[config.mk]
export PLATFORM = sky130hd
export DESIGN_NAME = irq_wake_top
export DESIGN_NICKNAME = d
export VERILOG_FILES = /design/src/rtl/irq_wake_pkg.sv /design/src/rtl/irq_sync.sv /design/src/rtl/irq_ctrl.sv /design/src/rtl/irq_datapath.sv /design/src/rtl/irq_wake_top.sv
export SDC_FILE = /design/constraint.sdc
export NUM_CORES = 1
export LEC_CHECK = 0
export BUFFER_PORTS_ARGS = -buffer_cell sky130_fd_sc_hd__buf_2
export CORE_MARGIN = 8
export CORE_UTILIZATION = 44
export DETAILED_ROUTE_END_ITERATION = 12
export GPL_TIMING_DRIVEN = 1
export PLACE_DENSITY_LB_ADDON = 0.2
export SLEW_MARGIN = 25
export SYNTH_ARGS = -nofsm -noshare
export SYNTH_HDL_FRONTEND = slang
export SYNTH_SLANG_ARGS = --single-unit
[constraint.sdc]
create_clock -name clk -period 1.1 [get_ports clk]
set_input_delay 0.165 -clock clk [delete_from_list [all_inputs] [get_ports clk]]
set_output_delay 0.165 -clock clk [all_outputs]
set_load 0.01 [all_outputs]
[src/rtl/irq_wake_pkg.sv]
package irq_wake_pkg;
  localparam int NSRC     = 5;
  localparam int SRC_TMR  = 0;
  localparam int SRC_PORT = 1;
  localparam int SRC_EXT0 = 2;
  localparam int SRC_EXT1 = 3;
  localparam int SRC_CMP  = 4;

  localparam int CFG_W     = 5;
  localparam int CFG_FALL  = 0;
  localparam int CFG_SEL0  = 1;
  localparam int CFG_SEL1  = 2;
  localparam int CFG_PWAKE = 3;
  localparam int CFG_CWAKE = 4;

  typedef struct packed {
    logic flagWr;
    logic enWr;
    logic cfgWr;
    logic latchPort;
    logic latchCmp;
  } dpStrobe_t;
endpackage

[src/rtl/irq_sync.sv]
module irq_sync #(
  parameter int WIDTH  = 1,
  parameter int STAGES = 2
) (
  input  logic             clk,
  input  logic             rstN,
  input  logic [WIDTH-1:0] din,
  output logic [WIDTH-1:0] dout
);
  logic [WIDTH-1:0] stage [STAGES];

  always_ff @(posedge clk or negedge rstN)
    if (!rstN) stage[0] <= '0;
    else       stage[0] <= din;

  for (genvar s = 1; s < STAGES; s++) begin : g_stage
    always_ff @(posedge clk or negedge rstN)
      if (!rstN) stage[s] <= '0;
      else       stage[s] <= stage[s-1];
  end

  assign dout = stage[STAGES-1];
endmodule

[src/rtl/irq_ctrl.sv]
module irq_ctrl
  import irq_wake_pkg::*;
(
  input  logic      clk,
  input  logic      rstN,
  input  logic      wrFlag,
  input  logic      wrEn,
  input  logic      wrCfg,
  input  logic      rdPort,
  input  logic      rdCmp,
  input  logic      insEni,
  input  logic      insDisi,
  input  logic      insReti,
  input  logic      irqTake,
  input  logic      sleeping,
  input  logic      pending,
  input  logic      wakeHit,
  output dpStrobe_t strobe,
  output logic      gie,
  output logic      irqReq,
  output logic      wakeUp
);
  logic gieSet, gieClr;

  always_comb begin
    strobe.flagWr    = wrFlag;
    strobe.enWr      = wrEn;
    strobe.cfgWr     = wrCfg;
    strobe.latchPort = rdPort;
    strobe.latchCmp  = rdCmp;
  end

  assign gieSet = insEni | insReti;
  assign gieClr = insDisi | irqTake;

  always_ff @(posedge clk or negedge rstN)
    if (!rstN)       gie <= 1'b0;
    else if (gieClr) gie <= 1'b0;
    else if (gieSet) gie <= 1'b1;

  assign irqReq = gie & pending;
  assign wakeUp = sleeping & wakeHit;
endmodule

[src/rtl/irq_datapath.sv]
module irq_datapath
  import irq_wake_pkg::*;
#(
  parameter int PORT_W      = 8,
  parameter int DATA_W      = 8,
  parameter int SYNC_STAGES = 2
) (
  input  logic              clk,
  input  logic              rstN,
  input  dpStrobe_t         strobe,
  input  logic [DATA_W-1:0] wrData,
  input  logic              tmrOvf,
  input  logic [PORT_W-1:0] portPins,
  input  logic              extPin0,
  input  logic              extPin1,
  input  logic              cmpOut,
  output logic [NSRC-1:0]   flags,
  output logic [NSRC-1:0]   enables,
  output logic [CFG_W-1:0]  cfg,
  output logic              pending,
  output logic              wakeHit
);
  localparam int RAW_W = PORT_W + 3;

  logic [RAW_W-1:0]  rawIn, syncIn;
  logic [PORT_W-1:0] portSync, portSnap;
  logic [1:0]        extSync, extPrev, extHit;
  logic              cmpSync, cmpSnap;
  logic [NSRC-1:0]   hwSet, keepMask;

  assign rawIn = {cmpOut, extPin1, extPin0, portPins};

  irq_sync #(.WIDTH(RAW_W), .STAGES(SYNC_STAGES)) u_sync (
    .clk(clk), .rstN(rstN), .din(rawIn), .dout(syncIn)
  );

  assign portSync = syncIn[PORT_W-1:0];
  assign extSync  = syncIn[PORT_W+1:PORT_W];
  assign cmpSync  = syncIn[PORT_W+2];

  always_ff @(posedge clk or negedge rstN)
    if (!rstN) begin
      extPrev  <= '0;
      portSnap <= '0;
      cmpSnap  <= 1'b0;
    end else begin
      extPrev <= extSync;
      if (strobe.latchPort) portSnap <= portSync;
      if (strobe.latchCmp)  cmpSnap  <= cmpSync;
    end

  for (genvar e = 0; e < 2; e++) begin : g_ext
    logic rise, fall, sel;
    assign rise = extSync[e] & ~extPrev[e];
    assign fall = ~extSync[e] & extPrev[e];
    assign sel  = cfg[CFG_SEL0 + e];
    assign extHit[e] = sel & (cfg[CFG_FALL] ? fall : rise);
  end

  always_comb begin
    hwSet           = '0;
    hwSet[SRC_TMR]  = tmrOvf;
    hwSet[SRC_PORT] = (portSync != portSnap);
    hwSet[SRC_EXT0] = extHit[0];
    hwSet[SRC_EXT1] = extHit[1];
    hwSet[SRC_CMP]  = (cmpSync != cmpSnap);
    keepMask = strobe.flagWr ? wrData[NSRC-1:0] : '1;
  end

  always_ff @(posedge clk or negedge rstN)
    if (!rstN) begin
      flags   <= '0;
      enables <= '0;
      cfg     <= '0;
    end else begin
      flags <= (flags & keepMask) | hwSet;
      if (strobe.enWr)  enables <= wrData[NSRC-1:0];
      if (strobe.cfgWr) cfg     <= wrData[CFG_W-1:0];
    end

  assign pending = |(flags & enables);
  assign wakeHit = (cfg[CFG_PWAKE] & flags[SRC_PORT]) |
                   (cfg[CFG_CWAKE] & flags[SRC_CMP]);
endmodule

[src/rtl/irq_wake_top.sv]
module irq_wake_top
  import irq_wake_pkg::*;
#(
  parameter int PORT_W      = 8,
  parameter int DATA_W      = 8,
  parameter int SYNC_STAGES = 2
) (
  input  logic              clk,
  input  logic              rstN,
  input  logic              tmrOvf,
  input  logic [PORT_W-1:0] portPins,
  input  logic              extPin0,
  input  logic              extPin1,
  input  logic              cmpOut,
  input  logic              wrFlag,
  input  logic              wrEn,
  input  logic              wrCfg,
  input  logic [DATA_W-1:0] wrData,
  input  logic              rdPort,
  input  logic              rdCmp,
  input  logic              insEni,
  input  logic              insDisi,
  input  logic              insReti,
  input  logic              irqTake,
  input  logic              sleeping,
  output logic              irqReq,
  output logic              wakeUp,
  output logic [DATA_W-1:0] flagsOut,
  output logic [DATA_W-1:0] enOut,
  output logic [DATA_W-1:0] cfgOut,
  output logic              gieOut
);
  dpStrobe_t        strobe;
  logic [NSRC-1:0]  flags, enables;
  logic [CFG_W-1:0] cfg;
  logic             pending, wakeHit;

  irq_ctrl u_ctrl (
    .clk(clk), .rstN(rstN), .wrFlag(wrFlag), .wrEn(wrEn), .wrCfg(wrCfg),
    .rdPort(rdPort), .rdCmp(rdCmp), .insEni(insEni), .insDisi(insDisi),
    .insReti(insReti), .irqTake(irqTake), .sleeping(sleeping),
    .pending(pending), .wakeHit(wakeHit), .strobe(strobe), .gie(gieOut),
    .irqReq(irqReq), .wakeUp(wakeUp)
  );

  irq_datapath #(.PORT_W(PORT_W), .DATA_W(DATA_W), .SYNC_STAGES(SYNC_STAGES)) u_dp (
    .clk(clk), .rstN(rstN), .strobe(strobe), .wrData(wrData), .tmrOvf(tmrOvf),
    .portPins(portPins), .extPin0(extPin0), .extPin1(extPin1), .cmpOut(cmpOut),
    .flags(flags), .enables(enables), .cfg(cfg), .pending(pending),
    .wakeHit(wakeHit)
  );

  assign flagsOut = DATA_W'(flags);
  assign enOut    = DATA_W'(enables);
  assign cfgOut   = DATA_W'(cfg);
endmodule

==> out/qor.txt, run 1 <==
DR vias/cell: 4.71
Worst-path cell chain: a222oi_1, a21boi_1, buf_2
Share of the synthesized area in the top cell type: 69.9%
Commonest non-fill, non-tap cells in the layout: dfrtp_1, buf_2, mux2_2
I/O Buffers: 46
Minimum clock period: 1.56 ns
Seq/Total Area, Yosys: 69.9%
Max-slew violation count: 0
Post-DP HPWL: 2450 microns
Top cells by area, synth: dfrtp_1, mux2_2, buf_4
Die Height: 79.2 microns
Status: finished with violations
Number of global-route vias before repair: 1161
WP buf/inv: 1
Leak: 0.00112 uW
Fillers: 333
Critical Path Slowest Stage Cell: a222oi_1
CTS buffer count: 5
Die area: 6270 sq um
Ant. Diodes: 0
Final setup margin: -0.460 ns
Worst EP required: 0.94 ns
Drt total wl: 3410 microns
GRT overflow: 0
Antenna violations before repair: 0
Syn avg cell area: 15.4 sq um
Antenna viol nets, final: 0
WP data arrival: 1.39 ns
DR WL/cell: 14.4 microns
Pre-Repair DR Iteration Count: 3
Finish-stage setup viols: 5
Cell Area, Synth: 1760 sq um
Die span in x: 79.2 microns
Gpl congestion: 0.730
CTS Sinks: 49
CP delay by family, top: compound AO/OA/AOI/OAI gates
Initial core utilization: 44.9%
Final #Nets: 218
Commonest non-fill, non-tap cell in the layout: dfrtp_1
M2 GR Usage: 19.5%
Crit-path max FO: 3
Ratio of cells with drive above 1 in the final layout: 46.0%
Critical path capture point type: output port
Final std cells w/o fill: 237
Flops & latches, synth: 49
Worst VDD drop: 0.833 mV
CP peak stage delay: 0.41 ns
Failing checks: negative setup slack
CTS tree: done
Htree depth: 2
I/O pin count: 59
Largest area contributor in the netlist: dfrtp_1
Grt met3 use: 4.63%
Total power: 3620 uW
Clk_skew: 0.00195 ns
Instance count of the mapped netlist: 114
HP Class: in -> reg
Global routing's busiest layer: met2
Global-route usage over all layers: 11.1%
First-pass GRT wire length: 5380 microns
DR DRC count: 0
Final core occ: 60.5%
Dpl cells: 213
Hold Vio Cnt, Final: 0
Number of max-cap violations: 0
DR vias: 1117
Core area: 3910 sq um
Netlist cell types: 20
YS warnings: 0
CTS Root Cell: clkbuf_8
Max Clk Rate: 0.641 GHz
Pin count of the biggest net entering global routing: 50
Clk slew on worst S/H paths: 0.08 ns
Rows: 23
Clock tree buffer depth: 2
P per Cell Area: 1530 nW/um^2
Initial DRC count: 24
Worst-Skew Late Latency: 0.29 ns
CP startpoint kind: register
Met1 usage in global routing: 10.9%
Final worst path period share: 142%
CP Class: reg -> out
Synthesis-to-finish area growth: 34.9%
RSZ-0062 raised after global routing: true
## layer usage
layer / routed length (microns) / share of wire (%) / up-vias
met5: 0 / 0 / -
li1: - / - / 518
met2: 1750 / 51 / 41
met1: 1250 / 37 / 553
met4: 69 / 2.0 / 0
met3: 340 / 10 / 5
## cells by family (layout without fill, tap and decap cells)
logic type                Yosys count  after routing  share of synthesized area [%]
DFF                                49             49                           69.9
muxes                              19             19                           12.2
and+or+nand+nor                    14             14                           4.78
AOI/OAI and AO/OA                  11             11                           4.13
buffers and inverters              11             76                           4.35
xor gates and xnor gates            9              9                           4.49
other                               1              9                          0.214
## worst reg2reg max path, delay by kind of cell (launching register included)
family / cells / cell delay [ns]
AOI/OAI and AO/OA: 1 / 0.33
and+or+nand+nor: 1 / 0.11
DFF: 1 / 0.39
xor gates and xnor gates: 1 / 0.17
## Yosys cell counts
cell type and count:
and3b_1 2, inv_1 1, a222oi_1 1, buf_4 9, nor3b_1 2, a22oi_1 2
buf_2 1, nor2b_1 1, xnor2_1 3, a2111oi_1 1, nand2_1 3, xor2_1 6
nand2b_1 2, mux2_2 19, a21boi_0 1, dfrtp_1 49, o21ai_0 6, conb_1 1
nand4_1 1, nor3_1 3
## layout make-up
class	count	area (sq um)	share of cell area (%)
tap	50	62.6	2.64
clock buffer	7	96.3	4.07
inverter	1	3.75	0.159
multi-input combinational	62	493	20.8
timing repair buffer	67	478	20.2
clock inverter	1	5.00	0.211
sequential	49	1230	51.9
## state kept, by name (all words and copies together) (netlist names)
signal / flops
u_dp.cmpSnap: 1
u_dp.flags: 5
u_ctrl.gie: 1
u_dp.portSnap: 8
u_dp.enables: 5
u_dp.u_sync.dout: 11
u_dp.extPrev: 2
u_dp.u_sync.stage: 11
u_dp.cfg: 5
## final timing paths
kind / startpoint / endpoint / slack, ns / cells past startpoint
setup / recovery: u_dp.flags[0]$_DFF_PN0_ / irqReq / -0.46 / 3
max in group asynchronous: rstN / u_dp.cfg[0]$_DFFE_PN0P_ / 0.49 / 3
min in group asynchronous: rstN / u_dp.cfg[1]$_DFFE_PN0P_ / 0.37 / 3
hold reg to reg: u_dp.u_sync.stage[14]$_DFF_PN0_ / u_dp.u_sync.dout[3]$_DFF_PN0_ / 0.35 / 0
hold / removal: insDisi / u_ctrl.gie$_DFFE_PN0P_ / 0.007 / 2
setup reg to reg: u_dp.u_sync.dout[0]$_DFF_PN0_ / u_dp.flags[1]$_DFF_PN0_ / -0.03 / 3
## stage by stage
step | TNS (ns) | area [sq um] | setup WS (ns) | hold WS (ns)
after floorplan | 0 | 1790 | 0.000327 | -0.131
after global placement | -0.0498 | 2060 | -0.0473 | 0.164
after detailed placement | -0.0985 | 2060 | -0.0776 | 0.169
after CTS | -0.830 | 2330 | -0.356 | 0.00207
after global routing | -1.26 | 2370 | -0.526 | 0.0119
final | -0.996 | 2370 | -0.460 | 0.00707
## power by group
part | total (uW) | switching [uW] | leakage, uW | internal, uW
sequential | 2030 | 96.0 | 0.000567 | 1940
clock | 1100 | 537 | 0.0000542 | 568
combinational | 476 | 214 | 0.000494 | 262
## what timing repair did
action | CTS | global route
pin swaps | 2 | 1
setup endpoints to repair | 6 | 7
hold buffers | 12 | 0
buffers inserted | 3 | 3
endpoints found under the hold margin | 60 | 0
resized for setup | 9 | 6
Power figures use the tool's default switching activity.
==> run 2, diff against run 1 <==
==> constraint.sdc (replaced) <==
create_clock -name clk -period 1.3 [get_ports clk]
set_input_delay 0.195 -clock clk [delete_from_list [all_inputs] [get_ports clk]]
set_output_delay 0.195 -clock clk [all_outputs]
set_load 0.01 [all_outputs]
==> run 2 against run 1 <==
Effect of this change:
- the flow still finishes with violations (negative setup slack)
- worst setup slack better by 0.29 ns
- count of clock-buffer cells in the layout stayed put
- utilization is 2.1 points lower
- cell count is 2.5% lower
- critical endpoint unchanged
==> out/qor.txt, run 2 (synthesized netlist as in run 1, its figures left out) <==
CP Class: reg -> out (unchanged)
Synthesis-to-finish area growth: 30.1% (was 34.9%)
Crit-path max FO: 3 (unchanged)
Minimum clock period: 1.47 ns
DR DRC count: 0 (unchanged)
Clk slew on worst S/H paths: 0.08 ns (about the same)
Initial DRC count: 33 (was 24)
Worst-Skew Late Latency: 0.29 ns (about the same)
Pre-CTS setup slack: 0.0706 ns (was -0.0776 ns)
Dpl cells: 209 (was 213)
Status: finished with violations (unchanged)
I/O pin count: 59 (unchanged)
Global-route usage over all layers: 10.1% (was 11.1%)
Clk_skew: 0.00501 ns (was 0.00195 ns)
Ratio of cells with drive above 1 in the final layout: 43.1% (was 46.0%)
WP data arrival: 1.28 ns (was 1.39 ns)
P per Cell Area: 1380 nW/um^2 (was 1530 nW/um^2)
Worst VDD drop: 0.677 mV (was 0.833 mV)
CTS buffer count: 5 (unchanged)
Final worst path period share: 113%
Commonest non-fill, non-tap cell in the layout: dfrtp_1 (unchanged)
Finish-stage setup viols: 1 (was 5)
Hold Vio Cnt, Final: 0 (unchanged)
GRT overflow: 0 (unchanged)
Pre-Repair DR Iteration Count: 4 (was 3)
Commonest non-fill, non-tap cells in the layout: dfrtp_1, buf_2, mux2_2 (unchanged)
Max Clk Rate: 0.679 GHz
Failing checks: negative setup slack (unchanged)
CTS tree: done (unchanged)
Leak: 0.00108 uW (was 0.00112 uW)
HP Class: in -> reg (unchanged)
WHS Endpoint: u_dp.u_sync.stage[14]$_DFF_PN0_ (was u_ctrl.gie$_DFFE_PN0P_)
Number of global-route vias before repair: 1099 (was 1161)
Final std cells w/o fill: 231 (was 237)
DR vias/cell: 4.55 (was 4.71)
CTS Root Cell: clkbuf_8 (unchanged)
Die Height: 79.2 microns (unchanged)
RSZ-0062 raised after global routing: true (unchanged)
Die area: 6270 sq um (unchanged)
R2R Path Start: u_dp.portSnap[6]$_DFFE_PN0P_ (was u_dp.u_sync.dout[0]$_DFF_PN0_)
Clock tree buffer depth: 2 (unchanged)
Rows: 23 (unchanged)
Number of max-cap violations: 0 (unchanged)
DR vias: 1052 (was 1117)
Reg2Reg Depth: 3 (unchanged)
Core area: 3910 sq um (unchanged)
Final setup margin: -0.172 ns (was -0.460 ns)
CTS Sinks: 49 (unchanged)
Die span in x: 79.2 microns (unchanged)
Drt total wl: 3190 microns (was 3410 microns)
Hold path depth: 1 (was 2)
I/O Buffers: 46 (unchanged)
Reg2Reg Setup Slack: 0.13 ns (was -0.03 ns)
Gpl congestion: 0.764 (was 0.730)
CP startpoint kind: register (unchanged)
Critical path capture point type: output port (unchanged)
Htree depth: 2 (unchanged)
Pin count of the biggest net entering global routing: 50 (unchanged)
Worst r2r dst: u_dp.flags[1]$_DFF_PN0_ (unchanged)
Initial core utilization: 44.9% (unchanged)
Final #Nets: 212 (was 218)
Worst EP required: 1.11 ns (was 0.94 ns)
DR WL/cell: 13.8 microns (was 14.4 microns)
Post-DP HPWL: 2400 microns (was 2450 microns)
Ant. Diodes: 0 (unchanged)
Max-slew violation count: 0 (unchanged)
First-pass GRT wire length: 5020 microns (was 5380 microns)
Antenna violations before repair: 0 (unchanged)
Antenna viol nets, final: 0 (unchanged)
HP Start: portPins[3] (was insDisi)
[run 2: cell types whose count changed in the layout (fill, tap and decap cells not counted), sizes merged]
cell | previous run | this run
buf | 55 | 50
bufinv | 0 | 1
clkinv | 1 | 0
dlygate4sd3 | 12 | 11
[run 2: metal layers]
layer,routed length (microns),global-route usage (%)
met5,0,0
met4,25,3.89
met3,295,4.40
met2,1520,16.6
met1,1350,11.3
[run 2: repair_timing]
action | 4_1_cts | 5_1_grt
cloned | 0 | 0
endpoints found under the setup margin | 2 | 3
hold buffers | 10 | 1
pin swaps | 2 | 2
buffers inserted | 2 | 1
endpoints found under the hold margin | 58 | 1
gates resized for setup | 0 | 3
[run 2: layout make-up]
type,count,area (sq um)
flip-flops and latches,49,1230
inverters,1,3.75
multi-input cells,62,493
repair buffers,61,383
fillers,327,1630
clock inverters,1,30.0
well taps,50,62.6
clock buffers,7,86.3
[run 2: through the flow]
| step | hold slack (ns) | instance area [sq um] | power [uW] | setup TNS, ns | util (%) |
|---|---|---|---|---|---|
| after floorplan | -0.101 | 1790 | 1920 | 0 | - |
| after global placement | 0.195 | 2030 | 2080 | 0 | 51.8 |
| after detailed placement | 0.198 | 2030 | 2090 | 0 | 51.8 |
| after CTS | 0.000291 | 2260 | 3190 | -0.186 | 57.7 |
| after global routing | 0.00500 | 2280 | 3310 | -0.322 | 58.4 |
| final | 0.0164 | 2280 | 3150 | -0.172 | 58.4 |
[run 2: worst max path at each step]
stage,startpoint,slack (ns),to,cells after the start
after global routing,u_dp.enables[0]$_DFFE_PN0P_,-0.28,irqReq,3
after detailed placement,u_dp.portSnap[6]$_DFFE_PN0P_,0.07,u_dp.flags[1]$_DFF_PN0_,3
after global placement,u_dp.portSnap[6]$_DFFE_PN0P_,0.09,u_dp.flags[1]$_DFF_PN0_,3
after CTS,u_dp.flags[0]$_DFF_PN0_,-0.18,irqReq,3
after floorplan,u_dp.portSnap[6]$_DFFE_PN0P_,0.20,u_dp.flags[1]$_DFF_PN0_,3
final,u_dp.enables[0]$_DFFE_PN0P_,-0.17,irqReq,3
[run 2: power breakdown]
part	switching (uW)	leakage [uW]	internal [uW]	total, uW
logic	175	0.000449	200	375
registers	78.1	0.000568	1640	1720
clock network	434	0.0000585	626	1060
[run 2: critical path, cell delays in order (launching register included)]
cell	delay, ns
dfrtp_1	0.40
a222oi_1	0.35
a21boi_1	0.10
buf_2	0.15
==> run 3, diff against run 2 <==
--- a/config.mk
+++ b/config.mk
@@ -7,7 +7,7 @@
 export LEC_CHECK = 0
 export BUFFER_PORTS_ARGS = -buffer_cell sky130_fd_sc_hd__buf_2
 export CORE_MARGIN = 8
-export CORE_UTILIZATION = 44
+export CORE_UTILIZATION = 30
 export DETAILED_ROUTE_END_ITERATION = 12
 export GPL_TIMING_DRIVEN = 1
 export PLACE_DENSITY_LB_ADDON = 0.2
==> run 3 against run 2 <==
Effect of this change:
- the flow still finishes with violations (negative setup slack)
- via count increased by 3.3%
- sequential power about the same
- global-route usage shrank 1.9 points
- cell area is 1.3% higher
- worst setup slack worse by 0.091 ns
- critical path depth stayed put
- sequential cell count unchanged
- routed wire length up 4.3%
- non-clock buffer count unchanged
- largest power group unchanged
- count of clock-buffer cells in the layout stayed put
- power is 0.88% higher
- hold slack better by 0.030 ns
==> out/qor.txt, run 3 (synthesized netlist as in run 1, its figures left out) <==
Status: finished with violations (unchanged)
Failing checks: negative setup slack (unchanged)
CTS buffer count: 5 (unchanged)
DR vias: 1087 (was 1052)
Finish-stage setup viols: 1 (unchanged)
Hold Vio Cnt, Final: 0 (unchanged)
CP peak stage delay: 0.41 ns (was 0.40 ns)
Die span in x: 92.5 microns (was 79.2 microns)
Switching power share of the total: 22.5% (was 21.8%)
Htree depth: 2 (unchanged)
Global-route usage over all layers: 8.20% (was 10.1%)
Hold WS: 0.0461 ns (was 0.0164 ns)
Final std cells w/o fill: 256 (was 231)
WP buf/inv: 1 (unchanged)
Seq pwr share: 54.0% (was 54.5%)
DR vias/cell: 4.25 (was 4.55)
Die Height: 92.5 microns (was 79.2 microns)
DR DRC count: 0 (unchanged)
Gpl congestion: 0.719 (was 0.764)
Final setup margin: -0.263 ns (was -0.172 ns)
Clock tree buffer depth: 2 (unchanged)
Die area: 8560 sq um (was 6270 sq um)
CTS Sinks: 49 (unchanged)
Synthesis-to-finish area growth: 31.9% (was 30.1%)
CTS tree: done (unchanged)
Minimum clock period: 1.56 ns (was 1.47 ns)
Initial core utilization: 30.4% (was 44.9%)
WP data arrival: 1.37 ns (was 1.28 ns)
Clk_skew: 0.00378 ns (was 0.00501 ns)
Max Clk Rate: 0.640 GHz (was 0.679 GHz)
Dpl cells: 234 (was 209)
HP Class: in -> reg (unchanged)
RSZ-0062 raised after global routing: true (unchanged)
Final Instance Area: 2310 sq um (was 2280 sq um)
GRT overflow: 0 (unchanged)
Crit-path max FO: 2 (was 3)
Ant. Diodes: 0 (unchanged)
CP Class: reg -> out (unchanged)
Worst EP required: 1.11 ns (about the same)
Antenna viol nets, final: 0 (unchanged)
Ratio of cells with drive above 1 in the final layout: 42.5% (was 43.1%)
DP Area: 2060 sq um (was 2030 sq um)
Number of max-cap violations: 0 (unchanged)
Core area: 5780 sq um (was 3910 sq um)
Number of global-route vias before repair: 1175 (was 1099)
Pin count of the biggest net entering global routing: 50 (unchanged)
Initial DRC count: 9 (was 33)
Final worst path period share: 120% (was 113%)
Post-DP HPWL: 2470 microns (was 2400 microns)
First-pass GRT wire length: 5540 microns (was 5020 microns)
Worst VDD drop: 0.604 mV (was 0.677 mV)
Combinational power share: 11.8% (was 11.9%)
Final #Nets: 212 (unchanged)
Fillers: 557 (was 327)
Worst-Skew Late Latency: 0.29 ns (about the same)
Worst-path cell chain: a222oi_1, a21boi_1, buf_2 (unchanged)
CP startpoint kind: register (unchanged)
Critical Path Slowest Stage Cell: a222oi_1 (was dfrtp_1)
CTS Root Cell: clkbuf_8 (unchanged)
Clk slew on worst S/H paths: 0.08 ns (about the same)
Max-slew violation count: 0 (unchanged)
I/O pin count: 59 (unchanged)
P_int: 2470 uW (about the same)
Critical path capture point type: output port (unchanged)
I/O Buffers: 46 (unchanged)
Leak: 0.00107 uW (was 0.00108 uW)
Rows: 28 (was 23)
Clock network power share: 34.3% (was 33.6%)
DR WL/cell: 13.0 microns (was 13.8 microns)
Commonest non-fill, non-tap cell in the layout: dfrtp_1 (unchanged)
P per Cell Area: 1370 nW/um^2 (was 1380 nW/um^2)
Sw Pwr: 714 uW (was 687 uW)
Pre-Repair DR Iteration Count: 4 (unchanged)
Drt total wl: 3320 microns (was 3190 microns)
CP delay by family, top: compound AO/OA/AOI/OAI gates (unchanged)
Antenna violations before repair: 0 (unchanged)
Commonest non-fill, non-tap cells in the layout: dfrtp_1, buf_2, mux2_2 (unchanged)
## run 3: timing repair
action	CTS	global route
setup buffers	1	1
hold buffers	12	0
endpoints found under the hold margin	60	0
pin swaps	2	2
resized for setup	1	2
endpoints found under the setup margin	2	2
## run 3: power groups by stage
stage / logic [uW] / registers (uW) / clock network, uW
2_1_floorplan: 168 / 1760 / 0
3_3_place_gp: 337 / 1740 / 0
4_1_cts: 378 / 1710 / 1140
6_report: 374 / 1720 / 1090
3_5_place_dp: 345 / 1750 / 0
5_1_grt: 417 / 1730 / 1210
## run 3: stage by stage
step / utilization (%) / setup TNS, ns / setup slack (ns) / power [uW]
after floorplan: - / 0 / 0.195 / 1920
after CTS: 39.8 / -0.262 / -0.248 / 3230
after global routing: 40.0 / -0.373 / -0.331 / 3360
final: 40.0 / -0.263 / -0.263 / 3180
after global placement: 35.6 / 0 / 0.101 / 2080
after detailed placement: 35.6 / 0 / 0.0469 / 2090
## run 3: metal layers
layer  vias up  global-route usage (%)  wire [microns]
met5         -                       0               0
met4         0                    2.82              39
met3         5                    5.02             415
met2        48                    13.0            1550
met1       532                    8.83            1320
li1        502                       -               -
## run 3: path summary, 6_finish.rpt
| path | start | to | slack, ns | cells past startpoint |
|---|---|---|---|---|
| setup / recovery | u_dp.flags[0]$_DFF_PN0_ | irqReq | -0.26 | 3 |
| hold reg to reg | u_dp.u_sync.stage[21]$_DFF_PN0_ | u_dp.u_sync.dout[10]$_DFF_PN0_ | 0.35 | 0 |
| max in group asynchronous | rstN | u_dp.flags[1]$_DFF_PN0_ | 0.66 | 3 |
| hold / removal | irqTake | u_ctrl.gie$_DFFE_PN0P_ | 0.05 | 2 |
| setup reg to reg | u_dp.portSnap[6]$_DFFE_PN0P_ | u_dp.flags[1]$_DFF_PN0_ | 0.12 | 3 |
| min in group asynchronous | rstN | u_dp.u_sync.dout[9]$_DFF_PN0_ | 0.41 | 3 |
## run 3: worst reg2reg max path, stage by stage, from the launching register on
cell       delay, ns
dfrtp_1         0.40
xor2_1          0.16
a2111oi_1       0.36
nand4_1         0.13
## run 3: layout make-up
cell class	instances	area [sq um]	share of cell area [%]
sequential	49	1230	53.0
multi-input combinational	62	488	21.1
timing repair buffer	61	385	16.6
tap	75	93.8	4.05
clock buffer	7	86.3	3.73
clock inverter	1	30.0	1.30
inverter	1	3.75	0.162
